[src/rtl/acc_load_shift.sv]
module acc_load_shift #(
  parameter int GUARD_W = 8,
  parameter int HALF_W  = 16,
  parameter int SIMM_W  = 8,
  parameter int SHF_W   = 5,
  parameter int USH_W   = 4,
  parameter int TSH_W   = 6
) (
  input  logic                            clk,
  input  logic                            rst,
  input  logic                            load_en,
  input  logic [3:0]                      form,
  input  logic                            dst_sel,
  input  logic                            src_sel,
  input  logic                            dst_given,
  input  logic [HALF_W-1:0]               mem_word,
  input  logic [SIMM_W-1:0]               short_imm,
  input  logic [HALF_W-1:0]               long_imm,
  input  logic [SHF_W-1:0]                fshift,
  input  logic [USH_W-1:0]                ushift,
  input  logic [HALF_W-1:0]               treg,
  input  logic [SHF_W-1:0]                asm_cnt,
  input  logic                            sxm,
  input  logic                            ovm,
  input  logic [1:0]                      ov_clr,
  output logic [GUARD_W+2*HALF_W-1:0]     acc_a,
  output logic [GUARD_W+2*HALF_W-1:0]     acc_b,
  output logic                            ov_a,
  output logic                            ov_b
);
  localparam int ACC_W  = GUARD_W + 2*HALF_W;
  localparam int AMT_W  = TSH_W + 1;
  localparam int WIDE_W = ACC_W + 2**(AMT_W-1);
  localparam logic [ACC_W-1:0] NEG_SAT = {{(GUARD_W+1){1'b1}}, {(2*HALF_W-1){1'b0}}};
  localparam logic [ACC_W-1:0] POS_SAT = ~NEG_SAT;

  localparam logic [3:0] F_MEM   = 4'd0;
  localparam logic [3:0] F_MEM_T = 4'd1;
  localparam logic [3:0] F_MEM16 = 4'd2;
  localparam logic [3:0] F_MEM_S = 4'd3;
  localparam logic [3:0] F_MEM_U = 4'd4;
  localparam logic [3:0] F_SIMM  = 4'd5;
  localparam logic [3:0] F_LIM_S = 4'd6;
  localparam logic [3:0] F_LIM16 = 4'd7;
  localparam logic [3:0] F_ACC_M = 4'd8;
  localparam logic [3:0] F_ACC_S = 4'd9;

  logic                    valid, acc_src, sat_form, dst_b, neg, ovf, set_ov;
  logic [HALF_W-1:0]       entry;
  logic [ACC_W-1:0]        operand, src_acc, right_val, result;
  logic signed [AMT_W-1:0] amount;
  logic [AMT_W-1:0]        rsh;
  logic [AMT_W-2:0]        lsh;
  logic [WIDE_W-1:0]       wide;
  logic [WIDE_W-ACC_W:0]   top;

  assign valid    = load_en && (form <= F_ACC_S);
  assign acc_src  = (form == F_ACC_M) || (form == F_ACC_S);
  assign sat_form = (form == F_MEM_S) || (form == F_MEM_U) || (form == F_LIM_S) || acc_src;
  assign dst_b    = (acc_src && !dst_given) ? src_sel : dst_sel;
  assign src_acc  = src_sel ? acc_b : acc_a;

  always_comb begin
    case (form)
      F_SIMM:           entry = {{(HALF_W-SIMM_W){1'b0}}, short_imm};
      F_LIM_S, F_LIM16: entry = long_imm;
      default:          entry = mem_word;
    endcase
  end

  assign operand = acc_src ? src_acc
                           : {{(ACC_W-HALF_W){sxm & entry[HALF_W-1]}}, entry};

  always_comb begin
    case (form)
      F_MEM_T:                   amount = $signed(treg[TSH_W-1:0]);
      F_MEM16, F_LIM16:          amount = AMT_W'(HALF_W);
      F_MEM_S, F_LIM_S, F_ACC_S: amount = {{(AMT_W-SHF_W){fshift[SHF_W-1]}}, fshift};
      F_MEM_U:                   amount = {{(AMT_W-USH_W){1'b0}}, ushift};
      F_ACC_M:                   amount = {{(AMT_W-SHF_W){asm_cnt[SHF_W-1]}}, asm_cnt};
      default:                   amount = '0;
    endcase
  end

  assign neg       = amount[AMT_W-1];
  assign lsh       = amount[AMT_W-2:0];
  assign rsh       = AMT_W'(-amount);
  assign wide      = {{(WIDE_W-ACC_W){operand[ACC_W-1]}}, operand} << lsh;
  assign top       = wide[WIDE_W-1:ACC_W-1];
  assign right_val = sxm ? ACC_W'($signed(operand) >>> rsh) : (operand >> rsh);
  assign ovf       = sat_form && !neg && !((&top) || !(|top));
  assign set_ov    = valid && ovf;

  always_comb begin
    if (neg)             result = right_val;
    else if (ovf && ovm) result = operand[ACC_W-1] ? NEG_SAT : POS_SAT;
    else                 result = wide[ACC_W-1:0];
  end

  always_ff @(posedge clk) begin
    if (rst) begin
      acc_a <= '0;
      acc_b <= '0;
      ov_a  <= 1'b0;
      ov_b  <= 1'b0;
    end else begin
      if (valid && !dst_b) acc_a <= result;
      if (valid &&  dst_b) acc_b <= result;
      ov_a <= (ov_a & ~ov_clr[0]) | (set_ov & ~dst_b);
      ov_b <= (ov_b & ~ov_clr[1]) | (set_ov &  dst_b);
    end
  end

  logic rst_q;
  always_ff @(posedge clk) rst_q <= rst;
  always_ff @(posedge clk)
    if (rst_q) assert_reset_clears_R1: assert (acc_a == '0 && acc_b == '0 && !ov_a && !ov_b);

  assert_hold_R2: assert property (@(posedge clk) disable iff (rst)
    (!load_en || form > F_ACC_S) |=> ($stable(acc_a) && $stable(acc_b)));

  assert_mem_entry_R3: assert property (@(posedge clk) disable iff (rst)
    (load_en && form == F_MEM && !dst_sel) |=>
      (acc_a[HALF_W-1:0] == $past(mem_word) &&
       acc_a[ACC_W-1:HALF_W] == {(ACC_W-HALF_W){$past(sxm && mem_word[HALF_W-1])}}));

  assert_flag_sticky_R7: assert property (@(posedge clk) disable iff (rst)
    (ov_b && !ov_clr[1]) |=> ov_b);

  assert_no_flag_plain_R7: assert property (@(posedge clk) disable iff (rst)
    (!ov_a && (!load_en || form == F_MEM || form == F_MEM_T || form == F_MEM16 ||
               form == F_SIMM || form == F_LIM16)) |=> !ov_a);

  assert_clear_R10: assert property (@(posedge clk) disable iff (rst)
    (ov_clr[0] && !load_en) |=> !ov_a);
endmodule

[config.mk]
export PLATFORM = sky130hd
export DESIGN_NAME = acc_load_shift
export DESIGN_NICKNAME = d
export VERILOG_FILES = /design/src/rtl/acc_load_shift.sv
export SDC_FILE = /design/constraint.sdc
export NUM_CORES = 1
export LEC_CHECK = 0
export ABC_AREA = 1
export BUFFER_PORTS_ARGS = -buffer_cell sky130_fd_sc_hd__buf_2
export CAP_MARGIN = 20
export CORE_MARGIN = 2
export CORE_UTILIZATION = 60
export CTS_CLUSTER_SIZE = 30
export DETAILED_ROUTE_END_ITERATION = 8
export PLACE_DENSITY = 0.83
export SYNTH_ARGS = -nofsm -noshare
export SYNTH_HDL_FRONTEND = slang
export SYNTH_SLANG_ARGS = --single-unit
[constraint.sdc]
create_clock -name clk -period 11.5 [get_ports clk]
set_input_delay 2.3 -clock clk [delete_from_list [all_inputs] [get_ports clk]]
set_output_delay 2.3 -clock clk [all_outputs]
set_load 0.02 [all_outputs]
# Yosys cells after proc, flatten, opt, wreduce, memory -nomap -nowiden
# Cells that the tools add are included.
# word_totals
wordCells,60
regBits,82
# op_classes
order_cmp,1
bitwise,10
n_eq_ne,9
n_mux,9
add_sub_neg,1
n_shift,3
reduce_logical,23
# ops
op,count
2-to-1 mux 40 bit,6
left shift 104 x 6 -> 104 bit,1
AND reduction 65 bit,1
OR reduction 65 bit,1
right shift 40 x 7 -> 40 bit,1
>>> shifter 40 x 7 -> 40 bit,1
case mux 7 bit (5 select lines),1
case mux 16 bit (2 select lines),1
equality test 4 x 3 -> 1 bit (second input constant),4
equality test 4 x 2 -> 1 bit (second input constant),2
equality test 4 bit (second input constant),2
logical AND 1 bit,8
negator 7 bit,1
AND 1 bit,5
logical NOT 1 bit,5
logical OR 1 bit,5
equality test 4 x 1 -> 1 bit (second input constant),1
less-or-equal comparator 4 bit (second input constant),1
OR reduction 2 bit,2
inverter 1 bit,3
OR reduction 3 bit,1
bitwise OR 1 bit,2
2-to-1 mux 1 bit,1

# Longest topological paths before layout
# logic_depth
depth_word,14
ltp_mapped,32

# Worst setup path before layout
# Ideal clock, no wire load.
# synth_path
path_kind,input -> register
start,input port form[2]
end,register acc_a[0]
setup_slack_ns,5.895
t_arrival_ns,5.492
stages,20
path_buffers,7
cell_sequence,buf_6 nor2_1 nand2_2 nand3_4 a21oi_2 buf_4 buf_2 ha_1 clkbuf_1 inv_1 clkbuf_1 clkbuf_1 clkbuf_1 o21ai_0 mux2i_1 o21ai_0 o2111ai_1 nand3_2 o21ai_1 inv_1
# synth_between
elab_chain_len,14
# synth_rtl
element,line,source
from (decl),12,"input logic [3:0] form,"
"equality test 4 x 3 -> 1 bit, on equally long branches","59, 64, 75",
OR reduction 2 bit,64,case (form)
case mux 16 bit (2 select lines),64,
AND 1 bit,72,": {{(ACC_W-HALF_W){sxm & entry[HALF_W-1]}}, entry};"
2-to-1 mux 40 bit,71,assign operand = acc_src ? src_acc
left shift 104 x 6 -> 104 bit,88,"assign wide = {{(WIDE_W-ACC_W){operand[ACC_W-1]}}, operand} << lsh;"
OR reduction 65 bit,91,assign ovf = sat_form && !neg && !((&top) || !(|top));
logical NOT 1 bit,91,
logical OR 1 bit,91,
logical NOT 1 bit,91,
logical AND 1 bit,91,
logical AND 1 bit,96,else if (ovf && ovm) result = operand[ACC_W-1] ? NEG_SAT : POS_SAT;
2-to-1 mux 40 bit,96,
2-to-1 mux 40 bit,95,if (neg) result = right_val;
to (signal assigned),107,if (valid && !dst_b) acc_a <= result;
to (decl),26,"output logic [GUARD_W+2*HALF_W-1:0] acc_a,"
# Parallel ways exist; a longest one is shown, timed or not.
# A chain may end at the register's enable or synchronous reset.

# Final worst setup path
# layout_path
start,input port form[1]
end,register acc_a[25]
# Same word-level chain as after synthesis.

==> results.cfg <==
[outcome]
status = complete, no violations

[yosys]
syn_inst = 2405
synth_top_family_by_area = simple AND/OR/NAND/NOR gates
synthSimpleGateAreaFrac = 0.601
seq_area_frac_synth = 0.134
synth_edf_count = 0
ys.flop_type = dfxtp_1
synth_xor_area_frac = 0
syn_nets = 2490
synth_compound_area_frac = 0.148
synth_mux_area_frac = 0.00574
synth_top_area_share = 0.247
synth.area.top_cells = nand2_1 (25%), nand3_1 (23%), dfxtp_1 (13%), nor2_1 (7.4%), o21ai_0 (7.4%)
synth.largest_area_cell = nand2_1
netlist_area_mm2 = 0.0122
yosysMostFrequentCell = nand2_1
yosys-top-cells-count = nand2_1 (803), nand3_1 (572), nor2_1 (242)
async_reset_ff_frac = 0
yosysWarnings = 0
ys_ff_latch = 82
yosys.area_share.adder = 0.00102
syn-mean-instance-area_um2 = 5.08
synth_cell_types = 53

[flow_run]
maxCapViolations = 0

[clock_network]
cts_tree = done
cts_root_buf = clkbuf_16
postCtsResizedCells = 0
numCtsBuffers = 9
clkTransAtPathRegs_ns = 0.07
cts_max_level = 3
hold_buffers = 0
insertion_delay_ns = 0.35
clockBufferDepth = 2
post_cts_buffers = 0
cts_sinks = 82

[setup_path]
critPathMaxFanout = 39
critPathRequiredTime_ns = 11.72
cp_cell_sequence = buf_2 -> nor2_1 -> nand2_1 -> clkinv_1 -> nand2_1 -> nand2_1 -> inv_1 -> nand2_1 -> nand3_1 -> nand3_1 -> nand3_1 -> nand2_1 -> nand2_1 -> nor2_1 -> nand2_1 -> nor2_1 -> a21oi_4 -> nand3_2 -> nand2_1 -> nand3_1 -> nor2_1 -> nor2_1
max_stage_delay_ns = 0.84
cp_data_arrival_time_ns = 8.76
start_kind = input port
end_kind = register
cp_slowest_cell = clkinv_1
critical_path_class = in -> reg
timing.critical_path.mode_cell = nand2_1

[timing]
fin_setup_tns_ns = 0
fin_crit_sh = 0.742
fmax_ghz = 0.117
worstMarginPinSlew_ns = 1.28
relSlewSlack = 0.140
min_period_ns = 8.53
skew_ns = 0.0118
report.final.slew_viol_count = 0
setup_violations = 0
grt_setup_unrepaired = no
hold_viol_final = 0
worst_slack_ns = 2.97

[power]
power_switching_uw = 941
p_sw_frac = 0.557
pwr-share-seq = 0.189
p_leak_nw = 6.61
irDropWorstVdd_uv = 132
clkPwrFrac = 0.169
p_comb_frac = 0.641
p_per_area_mw_per_mm2 = 130
intPower_uw = 749

[placed_design]
pre_cts_slack_ns = 3.06
placed_cells = 2673
dp_hpwl_um = 42500
globalplace.congestion = 1.10
port_buffers = 155

[grt]
overflow = 0
grt_max_degree = 68
grt_pass1_wl_um = 85800
track_usage = 0.504
grt_pass1_vias = 15400
antenna_found_initial = 0

[die]
start_util = 0.608
coreArea_mm2 = 0.0201
num_io_pins = 166
die_x_um = 147
fp-row-count = 52
die_area_mm2 = 0.0215
die_h_um = 147

[final_layout]
final_util = 0.646
finalNetCount = 2501
layout.cells.non_filler = 2691
fill_cells = 1998
diodes = 0
layout-drive-gt1-share = 0.107
syn_to_final_growth_pct = 6.27

[detailed_routing]
wirelength_um = 56600
drc_errors = 0
wl_per_cell_um = 21.0
first_pass_iters = 7
drtIter0Drc = 3171
ant_nets = 0
vias = 17700
viasPerCell = 6.57

[min_path]
hold_class = reg -> reg
==> worst max-delay path: cells and delay by family <==
| family | cells | cell delay, ns |
|---|---|---|
| AO/OA/AOI/OAI | 1 | 0.39 |
| buffers and inverters | 3 | 1.80 |
| AND/OR/NAND/NOR | 18 | 4.26 |
==> path summary, 6_finish.rpt <==
path                               start                endpoint  slack (ns)  cells after the start
setup / recovery                 form[1]  acc_a[25]$_SDFFE_PP0P_        2.97                     22
hold / removal           ov_b$_SDFF_PP0_         ov_b$_SDFF_PP0_        0.47                      2
setup reg to reg  acc_b[39]$_SDFFE_PP0P_  acc_a[25]$_SDFFE_PP0P_        6.29                     20
hold reg to reg          ov_b$_SDFF_PP0_         ov_b$_SDFF_PP0_        0.47                      2
==> kinds of logic (layout without fill, tap and decap cells) <==
logic type,Yosys count,count (layout)
AO/OA/AOI/OAI,327,327
adder cells (fa/ha/maj),1,1
buffers and inverters,298,314
flip-flops,82,82
multiplexers,7,7
AND/OR/NAND/NOR,1690,1690
==> per-stage QoR <==
step           total power, mW  instance area [µm²]  hold WS, ns
6_report                  1.69                13000        0.474
5_1_grt                   1.77                13000        0.500
4_1_cts                   1.63                12900        0.476
3_5_place_dp              1.34                12600        0.465
3_3_place_gp              1.33                12600        0.449
2_1_floorplan             1.05                12200        0.540
==> state kept, by name (all words and copies together) (netlist names) <==
name and count:
ov_a 1, acc_b 40, ov_b 1, acc_a 40
==> cell type report <==
cell class              count  area [µm²]  share of cell area
clock inverters             6        55.1             0.00424
multi-input cells        2025        9270               0.714
flip-flops and latches     82        1640               0.126
repair buffers            178         988              0.0761
inverters                 120         450              0.0347
well taps                 270         338              0.0260
clock buffers              10         239              0.0184
==> power by group through the flow <==
stage               Clock (mW)  Sequential [mW]  Combinational [mW]
finish                   0.286            0.320                1.08
global route             0.297            0.322                1.15
CTS                      0.284            0.319                1.02
detailed placement           0            0.325                1.02
global placement             0            0.324                1.01
floorplan                    0            0.347               0.702
==> per-layer routing <==
layer | wire (µm) | global-route usage
met1 | 20100 | 0.634
met5 | 0 | 0
met4 | 4640 | 0.326
met2 | 23400 | 0.763
met3 | 8510 | 0.133
==> cells in the final DEF (no fill, tap or decap), types with 8 or more instances in the layout <==
cell / count
buf_4: 21
or2_2: 14
inv_2: 14
clkbuf_16: 9
o21ai_1: 12
buf_2: 155
inv_1: 104
nor2_1: 240
nand2_2: 8
a31oi_1: 11
o211ai_1: 16
dfxtp_1: 82
nand3_1: 572
o21ai_0: 180
a21oi_1: 69
nand2_1: 803
o22ai_1: 9
nand4_1: 13
(Power assumes the default switching activity.)
